**config.mk**
```make
export PLATFORM = sky130hd
export DESIGN_NAME = i2c_bit_timer
export DESIGN_NICKNAME = d
export VERILOG_FILES = /design/src/rtl/i2c_bt_pkg.sv /design/src/rtl/i2c_bt_cfg.sv /design/src/rtl/i2c_bt_phase.sv /design/src/rtl/i2c_bt_sda.sv /design/src/rtl/i2c_bit_timer.sv
export SDC_FILE = /design/constraint.sdc
export NUM_CORES = 1
export LEC_CHECK = 0
export ABC_AREA = 0
export BUFFER_PORTS_ARGS = -buffer_cell sky130_fd_sc_hd__buf_4
export CAP_MARGIN = 25
export CELL_PAD_IN_SITES_DETAIL_PLACEMENT = 0
export CELL_PAD_IN_SITES_GLOBAL_PLACEMENT = 1
export CORE_ASPECT_RATIO = 0.8
export CORE_UTILIZATION = 29
export CTS_CLUSTER_SIZE = 10
export DETAILED_ROUTE_END_ITERATION = 10
export GPL_TIMING_DRIVEN = 0
export PLACE_DENSITY_LB_ADDON = 0.1
export SLEW_MARGIN = 20
export SYNTH_ARGS = -nofsm -noshare
export SYNTH_HDL_FRONTEND = slang
export SYNTH_SLANG_ARGS = --single-unit
```
**constraint.sdc**
```tcl
create_clock -name clk -period 18.25 [get_ports clk]
set_input_delay 2.7375 -clock clk [delete_from_list [all_inputs] [get_ports clk]]
set_output_delay 2.7375 -clock clk [all_outputs]
set_load 0.005 [all_outputs]
```
**src/rtl/i2c_bt_pkg.sv**
```systemverilog
package i2c_bt_pkg;

  typedef enum logic [1:0] {
    COND_NONE  = 2'd0,
    COND_START = 2'd1,
    COND_STOP  = 2'd2
  } cond_e;

endpackage

```
**src/rtl/i2c_bt_cfg.sv**
```systemverilog
module i2c_bt_cfg #(
  parameter int CW = 16
) (
  input  logic          clk,
  input  logic          rst_n,
  input  logic          run_en,
  input  logic [CW-1:0] period_in,
  input  logic [CW-1:0] low_in,
  input  logic [CW-1:0] cond_su_in,
  input  logic [CW-1:0] data_su_in,
  output logic [CW-1:0] per_eff,
  output logic [CW-1:0] low_eff,
  output logic [CW-1:0] pos_drive,
  output logic [CW-1:0] pos_sample,
  output logic [CW-1:0] pos_cond
);

  localparam logic [CW-1:0] ONE = CW'(1);
  localparam logic [CW-1:0] TWO = CW'(2);

  logic [CW-1:0] per_q, low_q, csu_q, dsu_q;
  logic [CW-1:0] per_d, low_d, csu_d, dsu_d;
  logic          cap_en;

  logic [CW-1:0] low_min, dsu_min, csu_min, per_last;
  logic [CW:0]   cond_sum;

  assign cap_en = ~run_en;

  always_comb begin
    per_d = per_q;
    low_d = low_q;
    csu_d = csu_q;
    dsu_d = dsu_q;
    if (cap_en) begin
      per_d = period_in;
      low_d = low_in;
      csu_d = cond_su_in;
      dsu_d = data_su_in;
    end
  end

  always_ff @(posedge clk or negedge rst_n) begin
    if (!rst_n) begin
      per_q <= '0;
      low_q <= '0;
      csu_q <= '0;
      dsu_q <= '0;
    end else begin
      per_q <= per_d;
      low_q <= low_d;
      csu_q <= csu_d;
      dsu_q <= dsu_d;
    end
  end

  always_comb begin
    per_eff    = (per_q < TWO) ? TWO : per_q;
    per_last   = per_eff - ONE;
    low_min    = (low_q == '0) ? ONE : low_q;
    low_eff    = (low_min > per_last) ? per_last : low_min;
    dsu_min    = (dsu_q == '0) ? ONE : dsu_q;
    pos_drive  = (dsu_min >= low_eff) ? '0 : (low_eff - dsu_min);
    pos_sample = low_eff + ((per_eff - low_eff) >> 1);
    csu_min    = (csu_q == '0) ? ONE : csu_q;
    cond_sum   = {1'b0, low_eff} + {1'b0, csu_min};
    pos_cond   = (cond_sum > {1'b0, per_last}) ? per_last : cond_sum[CW-1:0];
  end

endmodule

```
**src/rtl/i2c_bt_phase.sv**
```systemverilog
module i2c_bt_phase #(
  parameter int CW = 16
) (
  input  logic          clk,
  input  logic          rst_n,
  input  logic          run_en,
  input  logic          scl_release,
  input  logic [CW-1:0] per_eff,
  input  logic [CW-1:0] low_eff,
  input  logic [CW-1:0] pos_drive,
  input  logic [CW-1:0] pos_sample,
  input  logic [CW-1:0] pos_cond,
  output logic          scl_o,
  output logic          drv_tick,
  output logic          smp_tick,
  output logic          cond_tick
);

  logic [CW-1:0] cnt_q, cnt_d;
  logic          active;
  logic          wrap;

  assign active = run_en & scl_release;
  assign wrap   = (cnt_q == (per_eff - CW'(1)));

  always_comb begin
    cnt_d = cnt_q;
    if (!active) begin
      cnt_d = '0;
    end else if (wrap) begin
      cnt_d = '0;
    end else begin
      cnt_d = cnt_q + CW'(1);
    end
  end

  always_ff @(posedge clk or negedge rst_n) begin
    if (!rst_n) begin
      cnt_q <= '0;
    end else begin
      cnt_q <= cnt_d;
    end
  end

  always_comb begin
    if (!run_en) begin
      scl_o = 1'b1;
    end else if (!scl_release) begin
      scl_o = 1'b0;
    end else begin
      scl_o = (cnt_q >= low_eff);
    end
  end

  assign drv_tick  = active & (cnt_q == pos_drive);
  assign smp_tick  = active & (cnt_q == pos_sample);
  assign cond_tick = active & (cnt_q == pos_cond);

endmodule

```
**src/rtl/i2c_bt_sda.sv**
```systemverilog
module i2c_bt_sda
  import i2c_bt_pkg::*;
(
  input  logic clk,
  input  logic rst_n,
  input  logic run_en,
  input  logic drv_tick,
  input  logic smp_tick,
  input  logic cond_tick,
  input  logic tx_bit,
  input  logic req_start,
  input  logic req_stop,
  input  logic sda_i,
  output logic sda_o,
  output logic rx_bit,
  output logic start_tick,
  output logic stop_tick
);

  cond_e pend_q, pend_d;
  logic  sda_q, sda_d;
  logic  rx_q, rx_d;

  always_comb begin
    pend_d = pend_q;
    sda_d  = sda_q;
    if (!run_en) begin
      pend_d = COND_NONE;
      sda_d  = 1'b1;
    end else if (drv_tick) begin
      if (req_start) begin
        pend_d = COND_START;
        sda_d  = 1'b1;
      end else if (req_stop) begin
        pend_d = COND_STOP;
        sda_d  = 1'b0;
      end else begin
        pend_d = COND_NONE;
        sda_d  = tx_bit;
      end
    end else if (cond_tick && (pend_q != COND_NONE)) begin
      sda_d  = (pend_q == COND_STOP);
      pend_d = COND_NONE;
    end
  end

  always_comb begin
    rx_d = rx_q;
    if (smp_tick) begin
      rx_d = sda_i;
    end
  end

  always_ff @(posedge clk or negedge rst_n) begin
    if (!rst_n) begin
      pend_q <= COND_NONE;
      sda_q  <= 1'b1;
      rx_q   <= 1'b1;
    end else begin
      pend_q <= pend_d;
      sda_q  <= sda_d;
      rx_q   <= rx_d;
    end
  end

  assign sda_o      = sda_q;
  assign rx_bit     = rx_q;
  assign start_tick = cond_tick & (pend_q == COND_START);
  assign stop_tick  = cond_tick & (pend_q == COND_STOP);

endmodule

```
**src/rtl/i2c_bit_timer.sv**
```systemverilog
module i2c_bit_timer #(
  parameter int CW = 16
) (
  input  logic          clk,
  input  logic          rst_n,
  input  logic          run_en,
  input  logic          scl_release,
  input  logic [CW-1:0] cfg_period,
  input  logic [CW-1:0] cfg_low,
  input  logic [CW-1:0] cfg_cond_setup,
  input  logic [CW-1:0] cfg_data_setup,
  input  logic          tx_bit,
  input  logic          req_start,
  input  logic          req_stop,
  input  logic          sda_i,
  output logic          scl_o,
  output logic          sda_o,
  output logic          drive_tick,
  output logic          sample_tick,
  output logic          start_tick,
  output logic          stop_tick,
  output logic          rx_bit
);

  logic [CW-1:0] per_eff, low_eff, pos_drive, pos_sample, pos_cond;
  logic          drv_tick, smp_tick, cond_tick;

  i2c_bt_cfg #(.CW(CW)) u_cfg (
    .clk        (clk),
    .rst_n      (rst_n),
    .run_en     (run_en),
    .period_in  (cfg_period),
    .low_in     (cfg_low),
    .cond_su_in (cfg_cond_setup),
    .data_su_in (cfg_data_setup),
    .per_eff    (per_eff),
    .low_eff    (low_eff),
    .pos_drive  (pos_drive),
    .pos_sample (pos_sample),
    .pos_cond   (pos_cond)
  );

  i2c_bt_phase #(.CW(CW)) u_phase (
    .clk         (clk),
    .rst_n       (rst_n),
    .run_en      (run_en),
    .scl_release (scl_release),
    .per_eff     (per_eff),
    .low_eff     (low_eff),
    .pos_drive   (pos_drive),
    .pos_sample  (pos_sample),
    .pos_cond    (pos_cond),
    .scl_o       (scl_o),
    .drv_tick    (drv_tick),
    .smp_tick    (smp_tick),
    .cond_tick   (cond_tick)
  );

  i2c_bt_sda u_sda (
    .clk        (clk),
    .rst_n      (rst_n),
    .run_en     (run_en),
    .drv_tick   (drv_tick),
    .smp_tick   (smp_tick),
    .cond_tick  (cond_tick),
    .tx_bit     (tx_bit),
    .req_start  (req_start),
    .req_stop   (req_stop),
    .sda_i      (sda_i),
    .sda_o      (sda_o),
    .rx_bit     (rx_bit),
    .start_tick (start_tick),
    .stop_tick  (stop_tick)
  );

  assign drive_tick  = drv_tick;
  assign sample_tick = smp_tick;

endmodule

```
==> results.md, run 1 <==
Status:
- The run finished with clean final reports.

Yosys:
- Summed over its instances, the top area cell type makes up 22.20% of the synthesized netlist area.
- The number of nets in the synthesized netlist is 1257.
- The post-synthesis compound-gate area fraction is 17.24%.
- After synthesis, the cell types taking the most area are dfrtp_1, ha_1, mux2_2.
- In the synthesized netlist, mux cells make up 9.705% of the area.
- By area, the combinational part of the netlist is dominated by compound AO/OA/AOI/OAI gates.
- dfrtp_1 takes more of the synthesized area than any other cell.
- The proportion of synthesized chip area in sequential cells is 22.77%.
- The average instance area after synthesis is 8.623 µm².
- Synthesis instantiated 80 different standard cells from the library.
- The parity-gate share of the synthesized area counting xor and xnor cells is 11.79%.
- Summing every instance area after synthesis gives 9244 µm².
- For this run, the number of Yosys warnings is 0.
- In this run, synthesis inferred 0 flip-flops with an integrated enable.
- The gate count of the mapped netlist is 1072.
- The adder-cell area share of the yosys netlist is 15.74%.
- The commonest cells after synthesis are ha_1, dfrtp_1, inv_1, xnor2_1, nor2_1.
- The synthesized netlist devotes 16.58% of its cell area to simple gates.
- The cell with the most instances after synthesis is ha_1.
- Among all flip-flop cells after synthesis, the most frequent one is dfrtp_1.
- The share of synthesized flip-flops with an asynchronous set or reset is 100.0%.
- After synthesis the netlist holds a flip-flop and latch count of 84.

Floorplan:
- The initial utilization of the core area, before any placement, comes to 29.42%.
- The die width is 201.6 µm.
- After floorplanning, the core was sized to cover 31420 µm².
- From bottom edge to top edge, the die measures 161.7 µm.
- In this run the core area contains 58 standard-cell rows.
- The top-level I/O count is 79.
- The total die area is 32600 µm².

Hold path:
- The start point of the worst hold path is u_cfg.dsu_q[0].
- The class of the tightest hold or removal check is flop to flop.

Timing:
- Timing would allow up to 0.06537 GHz.
- Setup violations remaining at the end of the flow were counted as 0.
- For the pin with the worst max-slew slack, the measured transition is 1024 ps.
- The worst pin sits at a relative slew slack of 31.47%.
- The worst-case clock skew is 9.550 ps.
- The max-slew violation total from the final report was 0.
- The final critical-path setup slack is 2952 ps.
- After layout, the worst path uses 83.82% of the clock period.
- Setup repair after global routing left no endpoint under its margin.
- The final critical path time including I/O delays and setup is 15300 ps.
- The setup TNS is 0 ps.
- The hold violation count in the final report is 0.

Layout:
- The share of the core filled with cells in the final layout is 34.31%.
- The total inserted antenna cells is 0.
- The number of fill cells is 3324.
- The final-stage net count is 1354.
- The area overhead of the layout relative to synthesis is 16.64%.
- The share of layout cells above drive strength 1 is 16.44%.

Global route:
- The initial antenna violation count is 0.
- The first global-routing pass estimated 47620 µm of wire.
- Summed over all layers, the global routing overflow is 0.
- Entering global routing, the biggest net connects 85 pins.
- The global-route usage over all layers is 19.68%.
- The via count of the first global-routing pass is 7584.

Detailed routing:
- After detailed routing, the number of remaining DRC violations is 0.
- The length of the first detailed-routing pass in iterations is 5.
- The sum of routed wire length over all layers is 31450 µm.
- The count of vias placed by the detailed router is 7898.
- The residual antenna-violating net count after detailed routing is 0.
- The number of DRC violations after detailed-routing iteration 0 is 455.
- After detailed routing, the average wire length per cell comes to 19.73 µm.
- In the routed layout, each cell is associated on average with a via count of 4.955.

Clock network:
- In this run, CTS created clock tree buffers numbering 9.
- The library cell used as clock root buffer is clkbuf_16.
- The worst-case clock buffer depth is 2.
- The CTS clock-pin slew for the worst setup and hold paths is 60 ps.
- The count of cells resized by post-cts repair is 0.
- The count of hold buffers inserted by post-cts repair is 0.
- Buffers added to address setup during post-CTS repair amount to 0.
- The CTS tree is built.
- For this design, the sink count on the clock tree is 84.
- The number of H-tree levels is 3.
- Clock latency on the worst-skew pair, taken at its later pin, is 360 ps.

Place:
- The total half-perimeter wirelength after legalization and detailed placement is 25390 µm.
- The final estimated routing congestion in global placement is 0.8495.
- OpenSTA, run right after detailed placement, puts the worst setup slack at 3431 ps.
- The count of buffers added on input and output ports is 78.

Pwr:
- The proportion of power drawn by combinational gates is 67.9%.
- For this design the ratio of total power to cell area is 127.8 nW/µm².
- Sequential cells burn 15.8% of the power.
- The reported net switching power is 0.6351 mW.
- The internal power of the cells is 0.7432 mW.
- Of the total power, the share spent switching nets is 46.08%.
- The worst-case vdd ir drop is 46.21 µV.
- The analysis attributes to cell leakage a power of 4.865 nW.
- The design draws 1.378 mW.
- The clock power share is 16.3%.

Worst setup path:
- The required time reported for the critical path endpoint is 15510 ps.
- STA classifies the critical path startpoint as a flop.
- The maximum fanout encountered on the critical timing path is 10.
- The critical path launch point is u_cfg.per_q[10].
- Counting stages on the worst path, the most repeated cell is o21ai_0.
- The setup path with the least slack is of type flop to primary output.
- The worst register-to-register path begins at u_cfg.per_q[10].
- Data on the critical path arrives at its endpoint at 12560 ps.
- Among all stages on the critical path, the largest delay is contributed by xor2_1.
- The maximum cell stage delay along the critical path is 660 ps.
- STA classifies the critical path endpoint as a primary output.

Flow run:
- The tool flagged a number of max-cap violations equal to 0.
-- flip-flops by register name, indices dropped and copies added (netlist names) --
name and count:
u_cfg.per_q 16, u_phase.cnt_q 16, u_cfg.csu_q 16, u_sda.sda_o 1, u_sda.pend_q 2, u_cfg.dsu_q 16, u_cfg.low_q 16, u_sda.rx_bit 1
-- routing by layer --
layer  share of wire, %  vias to the layer above  track usage [%]  wire [µm]
met1                 53                     3739            29.22      16640
met4               0.74                        0            3.340        232
li1                   -                     4025                -          -
met5                  0                        -                0          0
met2                 43                      122            30.28      13630
met3                3.0                       12            2.869        947
-- power by group through the flow --
stage / Clock [mW] / Sequential (mW) / Combinational [mW]
global route: 0.241 / 0.221 / 1.04
finish: 0.225 / 0.218 / 0.936
floorplan: 0 / 0.214 / 0.703
CTS: 0.234 / 0.218 / 0.936
global placement: 0 / 0.222 / 0.923
detailed placement: 0 / 0.222 / 0.931
-- logic make-up after synthesis --
logic type               after synthesis
AND/OR/NAND/NOR                      292
XOR/XNOR                             119
AO/OA/AOI/OAI                        234
buffers and inverters                148
adder cells (fa/ha/maj)              114
flip-flops                            84
multiplexers                          81
-- cell usage in the layout (no fill, tap or decap), drive strengths merged, types with 49 or more instances in the layout --
master and n:
clkbuf 77, buf 96, ha 109, nor2 71, dfrtp 82, nand2 54
xnor2 74, a21oi 51, o21ai 49, mux2 66, inv 73
-- final cells by class --
class / count / area [µm²] / area share [%]
clock inverter: 4 / 95.09 / 0.8820
sequential: 84 / 2105 / 19.52
tap: 420 / 525.5 / 4.874
buffer: 75 / 296.5 / 2.750
timing repair buffer: 86 / 656.9 / 6.093
multi-input combinational: 840 / 6573 / 60.96
clock buffer: 12 / 256.5 / 2.379
inverter: 73 / 274.0 / 2.541
-- final timing paths --
path	endpoint	slack, ps	depth (start not counted)
max in group asynchronous	u_cfg.dsu_q[10]	15250	1
setup / recovery	start_tick	2950	39
hold / removal	u_cfg.dsu_q[0]	510	1
min in group asynchronous	u_cfg.low_q[10]	2440	1
hold reg to reg	u_cfg.dsu_q[0]	510	1
setup reg to reg	u_sda.sda_o	5910	40
-- worst max-delay path, delay by kind of cell, from the launching register on --
kind | cells | cell delay (ps)
AND/OR/NAND/NOR | 15 | 4220
AO/OA/AOI/OAI | 12 | 3660
buffers and inverters | 7 | 1790
adder cells (fa/ha/maj) | 4 | 1500
XOR/XNOR | 1 | 660
flip-flops | 1 | 360
-- stage by stage --
step / hold WS, ps / instance area, µm² / instances
2_1_floorplan: 480.3 / 9244 / 1072
5_1_grt: 555.7 / 10780 / 1594
3_3_place_gp: 497.6 / 10350 / 1570
3_5_place_dp: 506.5 / 10430 / 1578
6_report: 514.3 / 10780 / 1594
4_1_cts: 521.1 / 10780 / 1594
(Power assumes the default switching activity.)
==> inputs of run 2 (changes only) <==
--- a/config.mk
+++ b/config.mk
@@ -5,7 +5,7 @@
 export SDC_FILE = /design/constraint.sdc
 export NUM_CORES = 1
 export LEC_CHECK = 0
-export ABC_AREA = 0
+export ABC_AREA = 1
 export BUFFER_PORTS_ARGS = -buffer_cell sky130_fd_sc_hd__buf_4
 export CAP_MARGIN = 25
 export CELL_PAD_IN_SITES_DETAIL_PLACEMENT = 0
==> constraint.sdc (replaced) <==
create_clock -name clk -period 14.8 [get_ports clk]
set_input_delay 2.22 -clock clk [delete_from_list [all_inputs] [get_ports clk]]
set_output_delay 2.22 -clock clk [all_outputs]
set_load 0.005 [all_outputs]
==> run 2 against run 1 <==
Against the previous run:
- routed wire length grew 19%
- clock power is essentially flat
- synthesized area grew 6.2%
- via count grew 21%
- sequential power grew 22%
- utilization is essentially flat
- sequential cell count is the same
- clock skew grew 3.6 ps
- critical path type unchanged
- critical endpoint unchanged
==> results.md, run 2 <==
Status:
- The flow ran to the end, and the final reports show no timing, DRC or antenna violations.

Worst setup path:
- The worst flop-to-flop path endpoint is u_sda.pend_q[0].
- For the worst setup path, the data required time is 12580 ps.
- Of all nets on the critical path, the largest fanout is 10.
- The worst setup path is captured at a primary output.
- Data arrives at the worst endpoint at 10220 ps.
- The slowest stage of the critical path belongs to the cell o21ai_0.
- The startpoint of the most critical register-to-register path is u_cfg.per_q[11].
- The startpoint kind of the worst setup timing path is a flop.
- The setup check on the worst reg-to-reg path leaves a slack of 4990 ps.
- The maximum cell stage delay along the critical path is 750 ps.
- The kind of critical path is flop to primary output.
- The worst register-to-register path has a depth of 49.

Detailed routing:
- The final routed DRC violation total is 0.
- The first detailed-routing pass ran for 5 iterations.
- After detailed routing, the number of vias per cell comes to 4.946.
- After the first detailed-routing iteration, the DRC count stood at 659.
- The residual antenna-violating net count after detailed routing is 0.
- The count of vias placed by the detailed router is 9590.
- After detailed routing, the average wire length per cell comes to 19.29 µm.
- The sum of routed wire length over all layers is 37400 µm.

Clock network:
- The CTS tree is built.
- After clock tree synthesis, the repair step resized 0 gates.
- The number of H-tree levels is 3.
- Clock-pin slew was measured on the worst setup and hold paths at 70 ps.
- The clock latency of the later-clocked register in the worst-skew pair is 380 ps.
- The number of setup buffers added after CTS is 0.
- Counting the buffers created by CTS gives 9.
- The total number of clock tree sinks is 84.
- The tree is rooted in a clkbuf_16.
- The count of hold buffers inserted by post-cts repair is 0.
- Counting along the longest clock path gives a buffer depth of 2.

Place:
- Detailed placement ended at an HPWL of 31230 µm.
- The number of I/O port buffers is 78.
- The final estimated routing congestion in global placement is 0.8793.
- Including well taps, the total number of placed cells is 1922.

Timing:
- Setup total negative slack on the finished layout was measured at 0 ps.
- The smallest clock period supported by the final layout is computed as 12440 ps.
- The max-slew violation total from the final report came to 0.
- The number of endpoints failing setup at the final stage is 0.
- The final critical path takes up 84.07% of the cycle.
- The actual slew at the worst max-slew pin is 1100 ps.
- Static timing analysis puts the maximum clock frequency at 0.08037 GHz.
- On the final layout, the worst clock skew is 13.14 ps.
- The max-slew headroom at the worst pin is 26.40%.
- The hold violation count in the final report is 0.
- Setup repair after global routing left no endpoint under its margin.

Global route:
- The initial antenna violation count is 1.
- The global-route usage over all layers is 22.13%.
- The first-pass GRT wire length is 56900 µm.
- The via count of the first global-routing pass is 9181.
- The sum of overflow across all layers after global routing is 0.
- The largest net degree at the start of global routing is 85.

Yosys:
- After synthesis, the share of flip-flops with an asynchronous set or reset is 100.0%.
- Averaged over all synthesized cells, the footprint is 6.967 µm².
- Yosys mapped a number of flops with a built-in enable equal to 0.
- Yosys attributes the largest share of cell area to dfrtp_1, ha_1, nand2_1.
- The gate count of the mapped netlist is 1409.
- After synthesis, the most frequently instantiated cells are nand2_1, inv_1, nor2_1, a21oi_1, ha_1.
- The most common flop cell mapped by yosys is dfrtp_1.
- Yosys mapped the design onto 59 distinct sky130hd cell types.
- For this run, the number of Yosys warnings is 0.
- The proportion of synthesized chip area in sequential cells is 21.44%.
- The post-synthesis instance area is 9817 µm².
- The largest total area in the synthesized netlist belongs to dfrtp_1.
- The cell with the most instances after synthesis is nand2_1.
- The number of synthesized register bits is 84.
- The top cell type's share of synthesized area is 20.90%.
- When the netlist entered floorplanning its net count stood at 1594.

Hold path:
- The worst hold path was traced through 2 stages.
- The path class of the tightest hold or removal check is flop to flop.
- The start point of the worst hold path is u_sda.sda_o.
- For hold timing, the worst endpoint is u_sda.sda_o.

Floorplan:
- The die extent in y is 166.6 µm.
- The top-level I/O count is 79.
- The die width is 207.7 µm.
- Once the floorplan was initialized, standard cells occupied 29.82% of the core.
- The total die area is 34600 µm².
- The placeable core area is 32920 µm².
- The cell row count is 59.

Flow run:
- Max-cap violations in this run came to 0.

Pwr:
- Across the VDD grid, the largest voltage drop is 74.97 µV.
- Summed over all cells, the static leakage comes to 5.498 nW.
- For this design the ratio of total power to cell area is 166.8 nW/µm².

Layout:
- The final layout contains 1692 nets.
- The library cell used most frequently in the layout, excluding fill and tap cells, is nand2_1.
- The area overhead of the layout relative to synthesis is 15.15%.
- In the final layout, the share of cells above drive strength 1 is 13.69%.
- For this run, the share of the core covered by cells in the final layout is 34.34%.
- For this run, the number of standard cells in the final layout without fillers is 1939.
- 0 antenna diodes ended up in the layout.
- The top cell types in the final layout, fill and taps aside, are nand2_1, inv_1, nor2_1, a21oi_1, ha_1.
[run 2: cell type report]
type / instances / area [µm²]
Buffer: 71 / 304.0
Clock buffer: 10 / 239.0
Clock inverter: 6 / 45.04
Fill cell: 3632 / 21620
Inverter: 173 / 649.4
Multi-Input combinational cell: 1081 / 6770
Sequential cell: 84 / 2105
Tap cell: 427 / 534.3
Timing Repair Buffer: 87 / 658.1
[run 2: routing by layer]
metal	wire length (µm)	share of wire (%)	vias to the layer above	track usage (%)
met2	15190	41	231	32.00
li1	-	-	4866	-
met4	546	1.5	0	5.024
met1	20130	54	4464	34.36
met3	1535	4.1	29	2.640
met5	0	0	-	0
[run 2: worst max path at each step]
stage                             end             from  slack [ps]
after CTS                  start_tick  u_cfg.per_q[11]        2480
after global placement      stop_tick  u_cfg.per_q[12]        2390
after global routing       start_tick  u_cfg.per_q[11]        1560
final                      start_tick  u_cfg.per_q[11]        2360
after floorplan           sample_tick   u_cfg.per_q[4]        5590
after detailed placement   start_tick  u_cfg.per_q[11]        2930
[run 2: critical path: cells and delay by family (launching register included)]
family	cells	cell delay, ps
buffers and inverters	9	1710
DFF	1	460
AOI/OAI and AO/OA	6	1630
adders and majority gates	4	1550
and+or+nand+nor	28	3570
xor gates and xnor gates	2	890
[run 2: cell families after synthesis]
kind of cell	share of synthesized area (%)
flip-flops	21.44
multiplexers	4.474
XOR/XNOR	8.055
AND/OR/NAND/NOR	29.11
buffers and inverters	9.712
AO/OA/AOI/OAI	12.50
adder cells (fa/ha/maj)	14.71
[run 2: stage by stage]
step	power (mW)	instance area [µm²]	setup slack [ps]	hold slack, ps
after CTS	1.884	11300	2475	497.0
after floorplan	1.281	9817	5595	473.8
final	1.886	11300	2358	494.3
after detailed placement	1.647	11020	2931	485.5
after global placement	1.642	10940	2394	478.2
after global routing	2.086	11300	1559	540.5
[run 2: power breakdown]
| part | switching [mW] | total (mW) | internal [mW] |
|---|---|---|---|
| Clock | 0.108 | 0.227 | 0.119 |
| Sequential | 0.0180 | 0.266 | 0.248 |
| Combinational | 0.885 | 1.39 | 0.509 |
| Total | 1.01 | 1.89 | 0.875 |
